## config.mk

```make
export PLATFORM = sky130hd
export DESIGN_NAME = vxl_top
export DESIGN_NICKNAME = d
export VERILOG_FILES = /design/src/rtl/vxl_pkg.sv /design/src/rtl/vxl_region.sv /design/src/rtl/vxl_tlb.sv /design/src/rtl/vxl_walk.sv /design/src/rtl/vxl_top.sv
export SDC_FILE = /design/constraint.sdc
export NUM_CORES = 1
export LEC_CHECK = 0
export BUFFER_PORTS_ARGS = -buffer_cell sky130_fd_sc_hd__buf_2
export CAP_MARGIN = 10
export CELL_PAD_IN_SITES_DETAIL_PLACEMENT = 1
export CELL_PAD_IN_SITES_GLOBAL_PLACEMENT = 2
export CORE_MARGIN = 2
export CORE_UTILIZATION = 35
export DETAILED_ROUTE_END_ITERATION = 12
export PLACE_DENSITY = 0.82
export RECOVER_POWER = 100
export SLEW_MARGIN = 0
export SYNTH_ARGS = -nofsm -noshare
export SYNTH_HDL_FRONTEND = slang
export SYNTH_HIERARCHICAL = 1
export SYNTH_SLANG_ARGS = --single-unit
```

## constraint.sdc

```tcl
create_clock -name clk -period 7.1 [get_ports clk]
set_input_delay 1.42 -clock clk [delete_from_list [all_inputs] [get_ports clk]]
set_output_delay 1.42 -clock clk [all_outputs]
set_load 0.01 [all_outputs]
```

## src/rtl/vxl_pkg.sv

```systemverilog
package vxl_pkg;
    localparam int VA_W   = 32;
    localparam int OFF_W  = 9;
    localparam int PA_W   = 30;
    localparam int PTE_W  = 32;
    localparam int PROT_W = 4;
    localparam int PFN_W  = PA_W - OFF_W;
    localparam int VPN_W  = VA_W - 1 - OFF_W;
    localparam int HI_W   = VA_W - OFF_W;
    localparam int LEN_W  = VPN_W + 1;
    localparam int RSV_W  = PTE_W - 1 - PROT_W - PFN_W;

    typedef enum logic [1:0] {
        RGN_P0  = 2'd0,
        RGN_P1  = 2'd1,
        RGN_SYS = 2'd2
    } rgn_e;

    typedef enum logic [1:0] {
        FLT_NONE = 2'd0,
        FLT_LEN  = 2'd1,
        FLT_ACV  = 2'd2,
        FLT_TNV  = 2'd3
    } flt_e;

    typedef struct packed {
        logic              v;
        logic [PROT_W-1:0] prot;
        logic [RSV_W-1:0]  rsvd;
        logic [PFN_W-1:0]  pfn;
    } pte_t;

    typedef struct packed {
        rgn_e             rgn;
        logic [VPN_W-1:0] vpn;
    } vtag_t;

    typedef struct packed {
        logic [PROT_W-1:0] prot;
        logic [PFN_W-1:0]  pfn;
    } tlb_data_t;

    // va_hi is the address with the byte offset removed
    function automatic vtag_t split_va(input logic [HI_W-1:0] va_hi);
        vtag_t t;
        if (va_hi[HI_W-1]) begin
            t.rgn = RGN_SYS;
            t.vpn = va_hi[HI_W-2:0];
        end else begin
            t.rgn = va_hi[HI_W-2] ? RGN_P1 : RGN_P0;
            t.vpn = {1'b0, va_hi[HI_W-3:0]};
        end
        return t;
    endfunction

    // read limit in [3:2], write limit in [1:0]; write rights imply read rights
    function automatic logic prot_ok(input logic [PROT_W-1:0] prot,
                                     input logic [1:0] mode,
                                     input logic wr);
        if (wr)
            return mode <= prot[1:0];
        return (mode <= prot[3:2]) || (mode <= prot[1:0]);
    endfunction
endpackage

```

## src/rtl/vxl_region.sv

```systemverilog
module vxl_region
    import vxl_pkg::*;
(
    input  logic [HI_W-1:0]  va_hi,
    input  logic [PA_W-1:0]  p0_base,
    input  logic [LEN_W-1:0] p0_len,
    input  logic [PA_W-1:0]  p1_base,
    input  logic [LEN_W-1:0] p1_len,
    input  logic [PA_W-1:0]  sys_base,
    input  logic [LEN_W-1:0] sys_len,
    output vtag_t            tag,
    output logic             len_bad,
    output logic [PA_W-1:0]  pte_addr
);
    logic [PA_W-1:0]  base;
    logic [LEN_W-1:0] len;

    assign tag = split_va(va_hi);

    always_comb begin
        case (tag.rgn)
            RGN_P0:  begin base = p0_base;  len = p0_len;  end
            RGN_P1:  begin base = p1_base;  len = p1_len;  end
            default: begin base = sys_base; len = sys_len; end
        endcase
    end

    assign len_bad  = {1'b0, tag.vpn} >= len;
    assign pte_addr = base + PA_W'({tag.vpn, 2'b00});
endmodule

```

## src/rtl/vxl_tlb.sv

```systemverilog
module vxl_tlb
    import vxl_pkg::*;
#(
    parameter int N = 8
) (
    input  logic      clk,
    input  logic      rst,
    input  vtag_t     lk_tag,
    output logic      lk_hit,
    output tlb_data_t lk_data,
    input  logic      fill_en,
    input  vtag_t     fill_tag,
    input  tlb_data_t fill_data,
    input  logic      inv_all,
    input  logic      inv_one,
    input  vtag_t     inv_tag
);
    localparam int IDX_W = (N > 1) ? $clog2(N) : 1;

    logic [IDX_W-1:0] ptr_q;
    logic [N-1:0]     vld_vec;
    logic [N-1:0]     hit_vec;
    tlb_data_t        slot_dat [N];

    for (genvar i = 0; i < N; i++) begin : g_slot
        logic      vld;
        vtag_t     tag;
        tlb_data_t dat;

        always_ff @(posedge clk) begin
            if (rst) begin
                vld <= 1'b0;
                tag <= '0;
                dat <= '0;
            end else if (fill_en && ptr_q == IDX_W'(i)) begin
                vld <= 1'b1;
                tag <= fill_tag;
                dat <= fill_data;
            end else if (inv_all || (inv_one && tag == inv_tag)) begin
                vld <= 1'b0;
            end
        end

        assign vld_vec[i]  = vld;
        assign hit_vec[i]  = vld && (tag == lk_tag);
        assign slot_dat[i] = dat;
    end

    always_ff @(posedge clk) begin
        if (rst)
            ptr_q <= '0;
        else if (fill_en)
            ptr_q <= (ptr_q == IDX_W'(N - 1)) ? '0 : ptr_q + 1'b1;
    end

    always_comb begin
        lk_data = '0;
        for (int i = 0; i < N; i++)
            if (hit_vec[i])
                lk_data = tlb_data_t'(lk_data | slot_dat[i]);
    end

    assign lk_hit = |hit_vec;

    AST_HIT_ONEHOT: assert property (@(posedge clk) disable iff (rst)
        $onehot0(hit_vec));

    AST_INV_ALL_EMPTY: assert property (@(posedge clk) disable iff (rst)
        inv_all && !fill_en |=> vld_vec == '0);

    AST_FILL_LANDS: assert property (@(posedge clk) disable iff (rst)
        fill_en |=> vld_vec[$past(ptr_q)]);
endmodule

```

## src/rtl/vxl_walk.sv

```systemverilog
module vxl_walk
    import vxl_pkg::*;
(
    input  logic              clk,
    input  logic              rst,
    input  logic              start,
    input  logic [PA_W-1:0]   pte_addr,
    input  logic              mem_rd_ack,
    input  logic [PTE_W-1:0]  mem_rd_data,
    output logic              busy,
    output logic              mem_rd_req,
    output logic [PA_W-1:0]   mem_rd_addr,
    output logic              pte_ok,
    output logic              pte_bad,
    output logic [PROT_W-1:0] pte_prot,
    output logic [PFN_W-1:0]  pte_pfn
);
    typedef enum logic {WK_IDLE, WK_FETCH} wk_e;

    wk_e              st_q;
    logic [PA_W-1:0]  addr_q;
    pte_t             pte;
    logic             unused_rsvd;

    always_ff @(posedge clk) begin
        if (rst) begin
            st_q   <= WK_IDLE;
            addr_q <= '0;
        end else begin
            case (st_q)
                WK_IDLE: if (start) begin
                    st_q   <= WK_FETCH;
                    addr_q <= pte_addr;
                end
                default: if (mem_rd_ack) st_q <= WK_IDLE;
            endcase
        end
    end

    assign busy        = (st_q == WK_FETCH);
    assign mem_rd_req  = busy;
    assign mem_rd_addr = addr_q;
    assign pte         = pte_t'(mem_rd_data);
    assign pte_ok      = busy && mem_rd_ack && pte.v;
    assign pte_bad     = busy && mem_rd_ack && !pte.v;
    assign pte_prot    = pte.prot;
    assign pte_pfn     = pte.pfn;
    assign unused_rsvd = ^pte.rsvd;

    AST_RD_HOLD: assert property (@(posedge clk) disable iff (rst)
        mem_rd_req && !mem_rd_ack |=> mem_rd_req && $stable(mem_rd_addr));
endmodule

```

## src/rtl/vxl_top.sv

```systemverilog
module vxl_top
    import vxl_pkg::*;
#(
    parameter int TLB_N = 8
) (
    input  logic              clk,
    input  logic              rst,
    input  logic              req_valid,
    input  logic [VA_W-1:0]   req_vaddr,
    input  logic              req_write,
    input  logic [1:0]        req_mode,
    output logic              resp_valid,
    output logic [1:0]        resp_fault,
    output logic [PA_W-1:0]   resp_paddr,
    input  logic [PA_W-1:0]   p0_base,
    input  logic [LEN_W-1:0]  p0_len,
    input  logic [PA_W-1:0]   p1_base,
    input  logic [LEN_W-1:0]  p1_len,
    input  logic [PA_W-1:0]   sys_base,
    input  logic [LEN_W-1:0]  sys_len,
    input  logic              inv_all,
    input  logic              inv_one,
    input  logic [VA_W-1:0]   inv_vaddr,
    output logic              mem_rd_req,
    output logic [PA_W-1:0]   mem_rd_addr,
    input  logic              mem_rd_ack,
    input  logic [PTE_W-1:0]  mem_rd_data
);
    vtag_t             tag;
    vtag_t             inv_tag;
    logic              len_bad;
    logic [PA_W-1:0]   pte_addr;
    logic              hit;
    tlb_data_t         hit_data;
    logic              busy;
    logic              lk_fire;
    logic              start;
    logic              pte_ok;
    logic              pte_bad;
    logic [PROT_W-1:0] pte_prot;
    logic [PFN_W-1:0]  pte_pfn;
    tlb_data_t         fill_data;
    flt_e              flt;
    logic              unused_inv_off;

    assign inv_tag        = split_va(inv_vaddr[VA_W-1:OFF_W]);
    assign unused_inv_off = ^inv_vaddr[OFF_W-1:0];

    vxl_region u_region (
        .va_hi    (req_vaddr[VA_W-1:OFF_W]),
        .p0_base  (p0_base),
        .p0_len   (p0_len),
        .p1_base  (p1_base),
        .p1_len   (p1_len),
        .sys_base (sys_base),
        .sys_len  (sys_len),
        .tag      (tag),
        .len_bad  (len_bad),
        .pte_addr (pte_addr)
    );

    assign fill_data = '{prot: pte_prot, pfn: pte_pfn};

    vxl_tlb #(.N(TLB_N)) u_tlb (
        .clk       (clk),
        .rst       (rst),
        .lk_tag    (tag),
        .lk_hit    (hit),
        .lk_data   (hit_data),
        .fill_en   (pte_ok),
        .fill_tag  (tag),
        .fill_data (fill_data),
        .inv_all   (inv_all),
        .inv_one   (inv_one),
        .inv_tag   (inv_tag)
    );

    assign lk_fire = req_valid && !busy;
    assign start   = lk_fire && !len_bad && !hit;

    vxl_walk u_walk (
        .clk         (clk),
        .rst         (rst),
        .start       (start),
        .pte_addr    (pte_addr),
        .mem_rd_ack  (mem_rd_ack),
        .mem_rd_data (mem_rd_data),
        .busy        (busy),
        .mem_rd_req  (mem_rd_req),
        .mem_rd_addr (mem_rd_addr),
        .pte_ok      (pte_ok),
        .pte_bad     (pte_bad),
        .pte_prot    (pte_prot),
        .pte_pfn     (pte_pfn)
    );

    // length beats everything; access denial beats a clear valid flag
    always_comb begin
        resp_valid = 1'b0;
        flt        = FLT_NONE;
        if (lk_fire && len_bad) begin
            resp_valid = 1'b1;
            flt        = FLT_LEN;
        end else if (lk_fire && hit) begin
            resp_valid = 1'b1;
            flt        = prot_ok(hit_data.prot, req_mode, req_write) ? FLT_NONE : FLT_ACV;
        end else if (pte_bad) begin
            resp_valid = 1'b1;
            flt        = prot_ok(pte_prot, req_mode, req_write) ? FLT_TNV : FLT_ACV;
        end
    end

    assign resp_fault = flt;
    assign resp_paddr = (flt == FLT_NONE) ? {hit_data.pfn, req_vaddr[OFF_W-1:0]} : '0;

    AST_OFFSET_PASS: assert property (@(posedge clk) disable iff (rst)
        resp_valid && resp_fault == FLT_NONE |->
            resp_paddr[OFF_W-1:0] == req_vaddr[OFF_W-1:0]);

    AST_LEN_NO_READ: assert property (@(posedge clk) disable iff (rst)
        resp_valid && resp_fault == FLT_LEN |-> !mem_rd_req);

    AST_TNV_ONLY_ON_ACK: assert property (@(posedge clk) disable iff (rst)
        resp_valid && resp_fault == FLT_TNV |-> mem_rd_ack && mem_rd_req);
endmodule

```

# == Yosys cells after proc, flatten, opt, wreduce, memory -nomap -nowiden ==
# Index checks and enable logic that the tools add are counted.
# word_totals
ff_bits,434
in_bits,264
output_inout_bits,64
elab_cells,199
# classes
addsub,2
n_lt_le_gt_ge,5
n_eq_ne,24
mux,58
bitwise,8
reduce_logical,59
# ops
operator,count
$eq A24 B24 Y1,16
$mux W25,8
$or A25 B25 Y25,7
$pmux W30 S2,1
$mux W24,2
$pmux W23 S2,1
$mux W1,40
$logic_and A1 B1 Y1,32
$add A30 B24 Y30,1
$mux W30,1
$ge A22 B23 Y1,1
$reduce_bool A2 Y1,8
$eq A3 B3 Y1 const B,4
$logic_or A1 B1 Y1,10
$le A2 B2 Y1,4
$mux W2,4
$reduce_or A8 Y1,1
$eq A3 B2 Y1 const B,2
$logic_not A1 Y1,4
$logic_not A2 Y1,2
$add A3 B1 Y3 const B,1
$eq A3 B1 Y1 const B,1
$logic_not A3 Y1,1
$mux W3,1
3 further kinds,3

# == Logic depth before layout (Yosys ltp) ==
# Gate-level depths: netlist of the first run.
# depth
word_depth,29
ltp_mapped,20
ltp_nobuf,14

# == Hierarchy ==
# The synthesis of the first run kept the hierarchy.
# modules_own_cells
mod,instances,cells_each,area_each_um2,seq_area_each_um2
vxl_tlb,1,2700,21130.3,8067.7
vxl_region,1,476,3306.9,0.0
vxl_walk,1,168,1622.8,620.6
vxl_top,1,110,648.1,0.0

# == Least setup slack after synthesis of the first run ==
# Ideal clock, no wire load.
# synth_path
path_kind,input -> output
startpoint,input req_vaddr[31]
endpoint,output resp_paddr[10]
t_arrival_ps,4986
required_ps,5680
setup_slack_ps,694
stages,20
path_buffers,7
cell_sequence,clkbuf_1 -> buf_2 -> clkbuf_1 -> clkbuf_1 -> and2_1 -> buf_6 -> xnor2_1 -> nand4_1 -> nor4_4 -> buf_6 -> nand4_1 -> o2111a_1 -> nand4_1 -> inv_1 -> ha_1 -> nor2b_1 -> o2111ai_2 -> a21oi_4 -> buf_6 -> nor2_1
# synth_lines
element,line_no,text
"start, declared",vxl_top.sv:9,"input logic [VA_W-1:0] req_vaddr,"
"end, declared",vxl_top.sv:14,"output logic [PA_W-1:0] resp_paddr,"

==> summary.txt, run 1 <==
Run status
  • Outcome: complete, but fails checks
  • Failing checks: capacitance limit, slew limit

Worst setup path
  • CP Max Fanout: 27
  • Worst path most repeated cell: nand4_1
  • Crit path max-delay family: simple AND/OR/NAND/NOR gates
  • Worst Path Arrival: ~5.5 ns
  • Reg-to-reg endpoint: u_tlb/g_slot[2].dat[18]
  • Worst Setup End Kind: output pin
  • Slowest Stage Delay on Critical Path: between 0.9 and 1 ns
  • Worst path required time: about 5.7 ns
  • Crit path kind: input port to output pin
  • Worst path buffer plus inverter count: 5
  • Worst r2r path cells: 7
  • Crit path launch type: input port
  • Worst path slowest cell: nor2b_2
  • CP cell instances: buf_4 -> nor2b_2 -> xnor2_1 -> nand4_1 -> nor4_4 -> buf_4 -> nand4_1 -> nand4_1 -> inv_1 -> ha_1 -> a21boi_2 -> o2111ai_1 -> a21oi_4 -> buf_12 -> nand2b_1 -> buf_2
  • Worst R2R Setup Slack: between 1.5 and 2 ns
  • Reg-to-Reg Start: u_walk/busy

Timing
  • Worst-margin pin slew: roughly 3.1 ns
  • Slew margin rel.: -110%
  • Final-report max-slew violation count: 595
  • Hold WS: 0.449 ns
  • RSZ-0062 raised after global routing: no
  • Setup violators final: 0
  • Setup Total Neg Slack: 0 ns
  • Clock skew: 0.0238 ns
  • Peak Freq: about 0.15 GHz
  • Period minus WS final: between 6 and 7 ns
  • Final period utilization: a little over nine tenths
  • Final Hold Viols: 0
  • PnR worst setup slack: between 0.2 and 0.25 ns

Pwr
  • Maximum VDD drop: 0.174 mV
  • Leak: between 10 and 15 nW
  • Pwr dens: 203 mW/mm²

Global routing
  • Number of global-route vias before repair: about 25000
  • First-pass GRT wire length: 160000 µm
  • Largest net degree at the start of global routing: roughly 190
  • GR Util All Layers: between 20% and 30%
  • Grt ovf: 0
  • Initial antenna violation count: 8

Routing
  • Via Count: 25400
  • Initial drt markers: approximately 1800
  • DR pass1 iterations: 7
  • Routed Wire Length: 107000 µm
  • Residual DRC: 0
  • Final ANT Viol Nets: 0
  • Vias per inst: 5.57
  • DR WL/cell: approximately 24 µm

Synthesis
  • Yosys reg bits: between 400 and 500
  • Post-synth cell types: just over 80
  • Post-Syn Nets: around 3800
  • Register area share after synthesis: about a third
  • Asr flop ratio synth: 0%
  • Post-synthesis instance total: roughly 3500
  • Syn. warnings: 6
  • Commonest register cell after synthesis: dfxtp_1
  • Avg Cell Area, Syn: between 7 and 8 µm²
  • Synthesized area: between 0.02 and 0.03 mm²
  • EDFF count, synth: 0

CTS
  • CTS Buf Count: 50
  • H-tree levels: 2
  • CTS Hold Bufs: 0
  • Post-CTS setup buffer count: 0
  • Worst-path clk slew: 0.06 ns
  • CTS tree: done
  • Root buf cell: clkbuf_16
  • CTS max path bufs: 3
  • Resize count post-CTS: 0
  • CTS sink cnt: about 430
  • Later-pin clock latency in the skew report: approximately 0.6 ns

Job
  • Maxcap violations: 14

Finish
  • Filler cell count: just over 9000
  • Final instance area: 0.0298 mm²
  • Net count, final: between 3000 and 4000
  • Multi-input logic area: 0.0159 mm²
  • Area delta synth->final: 11.7%
  • Register area: roughly 0.0087 mm²
  • Layout cells sized above 1: between 10% and 20%
  • Util after Layout: between 30 and 40%

Die
  • Die extent in y: about 280 µm
  • Die span in x: ~280 µm
  • Starting density of the core: 35.3%
  • Area of the core: 0.0757 mm²
  • Boundary Pins: 328
  • Die area: roughly 0.079 mm²
  • Cell Rows: 101

Place
  • DP Worst Slack: between 0.3 and 0.4 ns
  • Post-DP HPWL: just over 70000 µm
  • Final GP Congestion: roughly 0.85
  • Buffers on Ports: around 310
  • Placed Instance Area: 0.0283 mm²

Min path
  • WHS Endpoint: u_tlb/g_slot[3].dat[14]
  • Hold Crit Class: flip-flop to flip-flop
  • Hold_sp: u_tlb/g_slot[3].dat[14]
  • WHS Path Cells: 2
==> registers in the layout (all words and copies together), names as in the netlist <==
name and flops:
u_tlb/g_slot.dat 200, u_tlb/g_slot.tag 192, u_walk/mem_rd_addr 30, u_tlb/g_slot.vld 8
u_tlb/ptr_q 3, u_walk/busy 1
==> final cells by class <==
cell class,count,share of cell area [%]
clock buffer,77,5.21
inverter,22,0.277
timing repair buffer,415,7.72
clock inverter,12,0.382
antenna,1,0.00839
sequential,434,29.1
tap,978,4.10
multi-input combinational,2617,53.2
==> placed cells by master, fill, tap and decap left out, types with 11 or more instances in the layout <==
cell / count
a21o_1: 24
a21oi_1: 438
a41oi_1: 25
and4_1: 27
buf_2: 254
buf_4: 85
clkbuf_1: 77
clkbuf_16: 51
clkbuf_8: 18
dfxtp_1: 434
ha_1: 60
inv_1: 22
mux2i_1: 55
nand2_1: 840
nand2b_1: 36
nand3_1: 81
nand4_1: 218
nand4bb_1: 30
nor2_1: 74
nor2_2: 17
nor2b_1: 11
nor3_1: 17
nor4_1: 26
o2111a_1: 25
o211ai_1: 17
o21a_1: 12
o21ai_0: 71
xnor2_1: 235
xnor2_2: 13
xor2_1: 150
==> cells in the mapped netlist (all sizes together) (36+ instances only) <==
| library cell | count | share of area (%) |
|---|---|---|
| clkbuf | 174 | 2.7 |
| nor2 | 92 | 1.4 |
| xor2 | 150 | 4.9 |
| ha | 60 | 2.8 |
| a21oi | 442 | 8.4 |
| nand2b | 36 | 0.84 |
| nand4 | 221 | 5.2 |
| xnor2 | 248 | 8.5 |
| buf | 205 | 5.4 |
| nand3 | 84 | 1.6 |
| nand2 | 845 | 12 |
| mux2i | 55 | 2.1 |
| dfxtp | 434 | 33 |
| o21ai | 80 | 1.5 |
==> metrics by stage <==
step / instances / total power (W)
after CTS: 4555 / 0.00612
after global placement: 4466 / 0.00345
after detailed placement: 4466 / 0.00346
after floorplan: 3454 / 0.00315
final: 4556 / 0.00606
after global routing: 4556 / 0.00628
==> where the power goes <==
part           leakage (nW)  switching [W]  internal (W)
clock network         0.828        0.00112       0.00154
registers              3.50      0.0000229       0.00247
logic                  6.28       0.000588      0.000321
==> kinds of logic after synthesis <==
logic type / share of synthesized area (%)
muxes: 2.19
xor gates and xnor gates: 13.4
adders and majority gates: 2.89
DFF: 32.5
AOI/OAI and AO/OA: 14.5
buffers and inverters: 8.45
and+or+nand+nor: 26.0
==> worst reg2reg max path: cells and delay by family, from the launching register on <==
family                 cells  cell delay [ns]
and+or+nand+nor            4             1.59
DFF                        1             0.34
AOI/OAI and AO/OA          1             0.25
buffers and inverters      2             3.30
==> worst max-delay path by stage <==
stage,startpoint,slack [ns],end,depth (start not counted)
5_1_grt,req_vaddr[31],0.09,resp_fault[1],16
2_1_floorplan,req_vaddr[31],0.69,resp_paddr[10],20
3_3_place_gp,req_vaddr[31],0.44,resp_fault[1],16
3_5_place_dp,req_vaddr[31],0.36,resp_fault[1],16
4_1_cts,req_vaddr[31],0.36,resp_fault[1],16
6_report,req_vaddr[31],0.23,resp_fault[1],16
==> metal layers <==
metal	share of wire, %	vias to the layer above	track usage [%]
li1	-	11900	-
met5	0.070	-	0
met4	3.3	14	8.68
met3	5.5	168	3.94
met1	44	12500	34.3
met2	48	726	45.4
Note: power is estimated with default switching activity, not from simulation.
==> run 2, diff against run 1 <==
- MAX_ROUTING_LAYER: unset -> met4
==> summary.txt, run 2 (synthesized netlist as in run 1, its figures left out) <==
Run status
  • Outcome: complete, but fails checks
  • Failing checks: capacitance limit, slew limit

Worst setup path
  • Worst R2R Setup Slack: 1.61 ns (+0.06 ns)
  • Crit path launch type: input port
  • Worst Setup End Kind: output pin
  • CP Max Fanout: 27 (unchanged)
  • Worst path required time: 5.68 ns (about the same)
  • Worst Path Arrival: 5.40 ns (-0.05 ns)
  • Crit path kind: input port to output pin

Die
  • Cell Rows: 101 (unchanged)
  • Boundary Pins: 328 (unchanged)
  • Area of the core: 0.0757 mm² (unchanged)
  • Starting density of the core: 35.3% (unchanged)
  • Die extent in y: 280 µm (unchanged)
  • Die span in x: 280 µm (unchanged)
  • Die area: 0.0785 mm² (unchanged)

CTS
  • H-tree levels: 2 (unchanged)
  • CTS sink cnt: 434 (unchanged)
  • CTS max path bufs: 3 (unchanged)
  • CTS Buf Count: 50 (unchanged)
  • Root buf cell: clkbuf_16
  • Worst-path clk slew: 0.06 ns (about the same)
  • CTS tree: done
  • CTS Hold Bufs: 0 (unchanged)
  • Resize count post-CTS: 0 (unchanged)
  • Post-CTS setup buffer count: 0 (unchanged)
  • Later-pin clock latency in the skew report: 0.61 ns (about the same)

Pwr
  • Total power: 0.00607 W (about the same)
  • Leak: 10.6 nW (about the same)
  • Pwr dens: 203 mW/mm² (about the same)
  • Maximum VDD drop: 0.174 mV (about the same)

Finish
  • Layout cells sized above 1: 14.3% (unchanged)
  • Most frequent cells in the layout: nand2_1 (840), a21oi_1 (438), dfxtp_1 (434)
  • Commonest non-fill, non-tap cell in the layout: nand2_1
  • Net count, final: 3865 (unchanged)
  • Filler cell count: 9185 (+0.022%)
  • Most flops, register: u_tlb/g_slot.dat
  • Area delta synth->final: 11.7% (about the same)
  • Largest register FFs: 200 (unchanged)
  • Non-filler cells, final: 4563 (+0.15%)

Timing
  • Final Hold Viols: 0 (unchanged)
  • Final-report max-slew violation count: 595 (unchanged)
  • RSZ-0062 raised after global routing: no
  • Setup violators final: 0 (unchanged)
  • Worst-margin pin slew: 3.16 ns (+0.0167 ns)
  • Clock skew: 0.0228 ns (-0.00105 ns)
  • Slew margin rel.: -111% (-1.1 points)
  • Final period utilization: 96.0% (-0.72 points)
  • Setup Total Neg Slack: 0 ns (unchanged)
  • Peak Freq: 0.147 GHz (+0.75%)
  • Period minus WS final: 6.82 ns (-0.0510 ns)

Place
  • DP Cell Count: 4466 (unchanged)
  • Post-DP HPWL: 72200 µm (unchanged)
  • Buffers on Ports: 312 (unchanged)
  • Final GP Congestion: 0.867 (+1.6%)

Routing
  • Vias per inst: 5.55 (-0.34%)
  • Residual DRC: 0 (unchanged)
  • Via Count: 25300 (-0.19%)
  • Final ANT Viol Nets: 0 (unchanged)
  • Initial drt markers: 1702 (-6.3%)
  • Routed Wire Length: 107000 µm (about the same)
  • DR WL/cell: 23.5 µm (-0.23%)
  • DR pass1 iterations: 5 (-2)

Min path
  • Hold Crit Class: flip-flop to flip-flop

Global routing
  • Number of global-route vias before repair: 25300 (-0.19%)
  • Grt ovf: 0 (unchanged)
  • Largest net degree at the start of global routing: 193 (unchanged)
  • GR Util All Layers: 27.4% (+0.80 points)
  • Initial antenna violation count: 8 (unchanged)
  • First-pass GRT wire length: 160000 µm (about the same)

Job
  • Maxcap violations: 13 (-1)
## run 2: routing by layer
layer  vias up  wire length [µm]  track usage, %
met3       150              5590            3.46
met2       751             51300            45.6
met5         -                 0               -
li1      12000                 -               -
met4         0              3180            8.27
met1     12500             47100            34.7
## run 2: critical path, cell delays in order
cell and delay [ns]:
buf_4 0.15, nor2b_2 0.89, xnor2_1 0.21, nand4_1 0.17, nor4_4 0.30, buf_4 0.42
nand4_1 0.16, nand4_1 0.12, inv_1 0.05, ha_1 0.29, a21boi_2 0.14, o2111ai_1 0.18
a21oi_4 0.35, buf_12 0.23, nand2b_1 0.12, buf_2 0.13
## run 2: power by group
group / internal (W) / switching [W] / total [W]
Combinational: 0.000321 / 0.000588 / 0.000909
Sequential: 0.00247 / 0.0000229 / 0.00249
Clock: 0.00154 / 0.00113 / 0.00267
Total: 0.00433 / 0.00174 / 0.00607
## run 2: path summary, 6_finish.rpt
check | start | cells after the start | to
max | req_vaddr[31] | 16 | resp_fault[1]
min | u_tlb/g_slot[3].dat[14] | 2 | u_tlb/g_slot[3].dat[14]
max reg2reg | u_walk/busy | 7 | u_tlb/g_slot[1].tag[11]
min reg2reg | u_tlb/g_slot[3].dat[14] | 2 | u_tlb/g_slot[3].dat[14]
## run 2: final cells by class
type                    instances  area (µm²)  area share, %
diodes                          8        20.0         0.0671
clock buffers                  77        1550           5.21
clock inverters                12         114          0.382
inverters                      22        82.6          0.277
multi-input cells            2617       15900           53.1
flip-flops and latches        434        8690           29.1
well taps                     978        1220           4.10
repair buffers                415        2300           7.71
## run 2: metrics by stage
| step | utilization (%) | hold slack [ns] | setup WS, ns | cell area [µm²] |
|---|---|---|---|---|
| 2_1_floorplan | - | 0.432 | 0.694 | 26700 |
| 3_3_place_gp | 37.4 | 0.437 | 0.438 | 28300 |
| 3_5_place_dp | 37.4 | 0.443 | 0.356 | 28300 |
| 4_1_cts | 39.6 | 0.451 | 0.364 | 29900 |
| 5_1_grt | 39.4 | 0.472 | 0.0496 | 29800 |
| 6_report | 39.4 | 0.448 | 0.284 | 29800 |
==> run 3, diff against run 2 <==
- ABC_AREA: unset -> 1
- CORE_UTILIZATION: 35 -> 33
==> summary.txt, run 3 <==
Synthesis
  • Register area share after synthesis: 30.5% (-2.0 points)
  • Largest area contributor in the netlist: dfxtp_1
  • Post-synthesis instance total: 4345 (+26%)
  • Yosys reg bits: 434 (unchanged)
  • Synthesized area: 0.0285 mm² (+6.6%)
  • Commonest cells post-synth: nand2_1 (1115), nor2_1 (513), dfxtp_1 (434), inv_1 (369), a21oi_1 (306)
  • Commonest register cell after synthesis: dfxtp_1
  • Synth top area share: 30.5% (-2.0 points)
  • Asr flop ratio synth: 0% (unchanged)
  • Syn. warnings: 6 (unchanged)
  • Post-Syn Nets: 4670 (+24%)
  • Post-synth cell types: 50 (-39%)
  • EDFF count, synth: 0 (unchanged)
  • Avg Cell Area, Syn: 6.55 µm² (-15%)
  • Cell with the most instances after synthesis: nand2_1
  • Main area contributors after synthesis: dfxtp_1 (31%), nand2_1 (15%), nor2_1 (6.8%)

Place
  • Final GP Congestion: 0.954 (+10%)
  • Post-DP HPWL: 89900 µm (+25%)
  • DP Worst Slack: 0.812 ns (+0.455 ns)
  • Buffers on Ports: 312 (unchanged)
  • Placed Instance Area: 0.0299 mm² (+5.6%)
  • DP Cell Count: 5484 (+23%)

Worst setup path
  • Crit path launch type: input port
  • Slowest Stage Delay on Critical Path: 0.46 ns (-0.43 ns)
  • Worst path required time: 5.68 ns (about the same)
  • CP Max Fanout: 30 (+11%)
  • Critical path origin: req_vaddr[28]
  • Worst path slowest cell: buf_2
  • Worst Setup End Kind: output pin
  • Worst r2r path cells: 6 (-1)
  • Worst path most repeated cell: nand2_1
  • Worst Path Arrival: 4.97 ns (-0.43 ns)
  • CP cell instances: buf_2 -> inv_1 -> nand2_1 -> nand2_1 -> inv_1 -> nand2_1 -> nor2_1 -> nand2_2 -> nor2_8 -> buf_4 -> nand2_1 -> nand2_1 -> nor2_1 -> nand2_1 -> nand3_2 -> nand2_1 -> inv_1 -> a21oi_1 -> nand2_2 -> buf_12 -> nor2_2 -> clkbuf_1
  • Crit path kind: input port to output pin
  • Reg-to-Reg Start: u_walk/busy

Finish
  • Register area: 0.00869 mm² (about the same)
  • Filler cell count: 11100 (+21%)
  • Commonest non-fill, non-tap cell in the layout: nand2_1
  • Non-filler cells, final: 5580 (+22%)
  • Layout cells sized above 1: 12.2% (-2.1 points)
  • Largest register FFs: 200 (unchanged)
  • Net count, final: 4719 (+22%)
  • Most flops, register: u_tlb/g_slot.dat
  • Area delta synth->final: 10.0%
  • Most frequent cells in the layout: nand2_1 (1115), nor2_1 (521), dfxtp_1 (433)
  • Multi-input logic area: 0.0160 mm² (+0.94%)
  • Final instance area: 0.0313 mm² (+5.0%)

Timing
  • Slew margin rel.: -190% (-79 points)
  • Final period utilization: 90.0% (-6.0 points)
  • PnR worst setup slack: 0.708 ns (+0.423 ns)
  • Peak Freq: 0.156 GHz (+6.6%)
  • RSZ-0062 raised after global routing: no
  • Final Hold Viols: 0 (unchanged)
  • Clock skew: 0.0472 ns (+0.0244 ns)
  • Setup Total Neg Slack: 0 ns (unchanged)
  • Setup violators final: 0 (unchanged)
  • Worst-margin pin slew: 4.34 ns (+1.18 ns)
  • Hold WS: 0.463 ns (+0.0151 ns)
  • Period minus WS final: 6.39 ns (-0.423 ns)
  • Final-report max-slew violation count: 985 (+66%)

CTS
  • CTS max path bufs: 3 (unchanged)
  • CTS tree: done
  • Root buf cell: clkbuf_16
  • CTS Hold Bufs: 0 (unchanged)
  • CTS sink cnt: 434 (unchanged)
  • CTS Buf Count: 52 (+4.0%)
  • H-tree levels: 2 (unchanged)
  • Resize count post-CTS: 0 (unchanged)
  • Post-CTS setup buffer count: 0 (unchanged)
  • Worst-path clk slew: 0.06 ns (about the same)
  • Later-pin clock latency in the skew report: 0.63 ns (+0.02 ns)

Routing
  • Residual DRC: 0 (unchanged)
  • Routed Wire Length: 129000 µm (+21%)
  • DR pass1 iterations: 5 (unchanged)
  • Initial drt markers: 2252 (+32%)
  • DR WL/cell: 23.2 µm (-1.3%)
  • Final ANT Viol Nets: 0 (unchanged)
  • Via Count: 30000 (+19%)
  • Vias per inst: 5.38 (-3.0%)

Die
  • Cell Rows: 107 (+5.9%)
  • Die area: 0.0886 mm² (+13%)
  • Starting density of the core: 33.4% (-1.9 points)
  • Boundary Pins: 328 (unchanged)
  • Die extent in y: 298 µm (+6.2%)
  • Die span in x: 298 µm (+6.2%)
  • Area of the core: 0.0853 mm² (+13%)

Pwr
  • Maximum VDD drop: 0.183 mV (+5.4%)
  • Leak: 13.1 nW (+23%)
  • Pwr dens: 199 mW/mm² (-2.2%)

Global routing
  • Grt ovf: 0 (unchanged)
  • Largest net degree at the start of global routing: 140 (-27%)
  • GR Util All Layers: 29.1% (+1.7 points)
  • First-pass GRT wire length: 192000 µm (+20%)
  • Initial antenna violation count: 7 (-1)
  • Number of global-route vias before repair: 29900 (+18%)

Min path
  • WHS Path Cells: 2 (unchanged)
  • Hold Crit Class: flip-flop to flip-flop
  • Hold_sp: u_tlb/g_slot[2].dat[20]

Run status
  • Failing checks: capacitance limit, slew limit
  • Outcome: complete, but fails checks

Job
  • Maxcap violations: 15 (+2)
[run 3: final timing paths]
check                                  to  slack, ns
setup / recovery           resp_paddr[21]       0.71
setup reg to reg  u_tlb/g_slot[2].tag[21]       1.41
hold / removal    u_tlb/g_slot[2].dat[20]       0.46
hold reg to reg   u_tlb/g_slot[2].dat[20]       0.46
[run 3: metal layers]
layer	part of all wire [%]	track usage, %
met4	3.3	8.98
met2	45	45.5
met5	0	-
met3	6.2	3.90
met1	45	39.0
[run 3: per-stage QoR]
stage / util [%] / total power, W
after floorplan: - / 0.00323
after global placement: 35.0 / 0.00360
after detailed placement: 35.0 / 0.00361
after CTS: 37.0 / 0.00629
after global routing: 36.7 / 0.00646
final: 36.7 / 0.00623
[run 3: cell type report]
cell class | instances | share of cell area [%]
Sequential cell | 434 | 27.8
Clock inverter | 5 | 0.208
Timing Repair Buffer | 371 | 6.20
Antenna cell | 6 | 0.0479
Clock buffer | 85 | 5.13
Inverter | 407 | 4.99
Tap cell | 1144 | 4.57
Multi-Input combinational cell | 3128 | 51.1
[run 3: where the power goes]
part	internal, W	leakage [nW]	switching, W
Clock	0.00153	0.819	0.00115
Combinational	0.000308	8.74	0.000739
Sequential	0.00247	3.50	0.0000277
[run 3: critical path, delay by kind of cell]
kind / cells / cell delay (ns)
simple gates: 14 / 1.70
buf+inv: 7 / 1.54
compound gates: 1 / 0.23
[run 3: cells by family (layout without fill, tap and decap cells)]
family / Yosys count / after routing / share of synthesized area, %
simple gates: 2283 / 2283 / 35.7
flops: 434 / 434 / 30.5
other cells: 0 / 6 / 0
fa+ha+maj: 61 / 61 / 2.71
compound gates: 629 / 629 / 13.1
xor+xnor: 155 / 155 / 4.77
buf+inv: 783 / 868 / 13.2
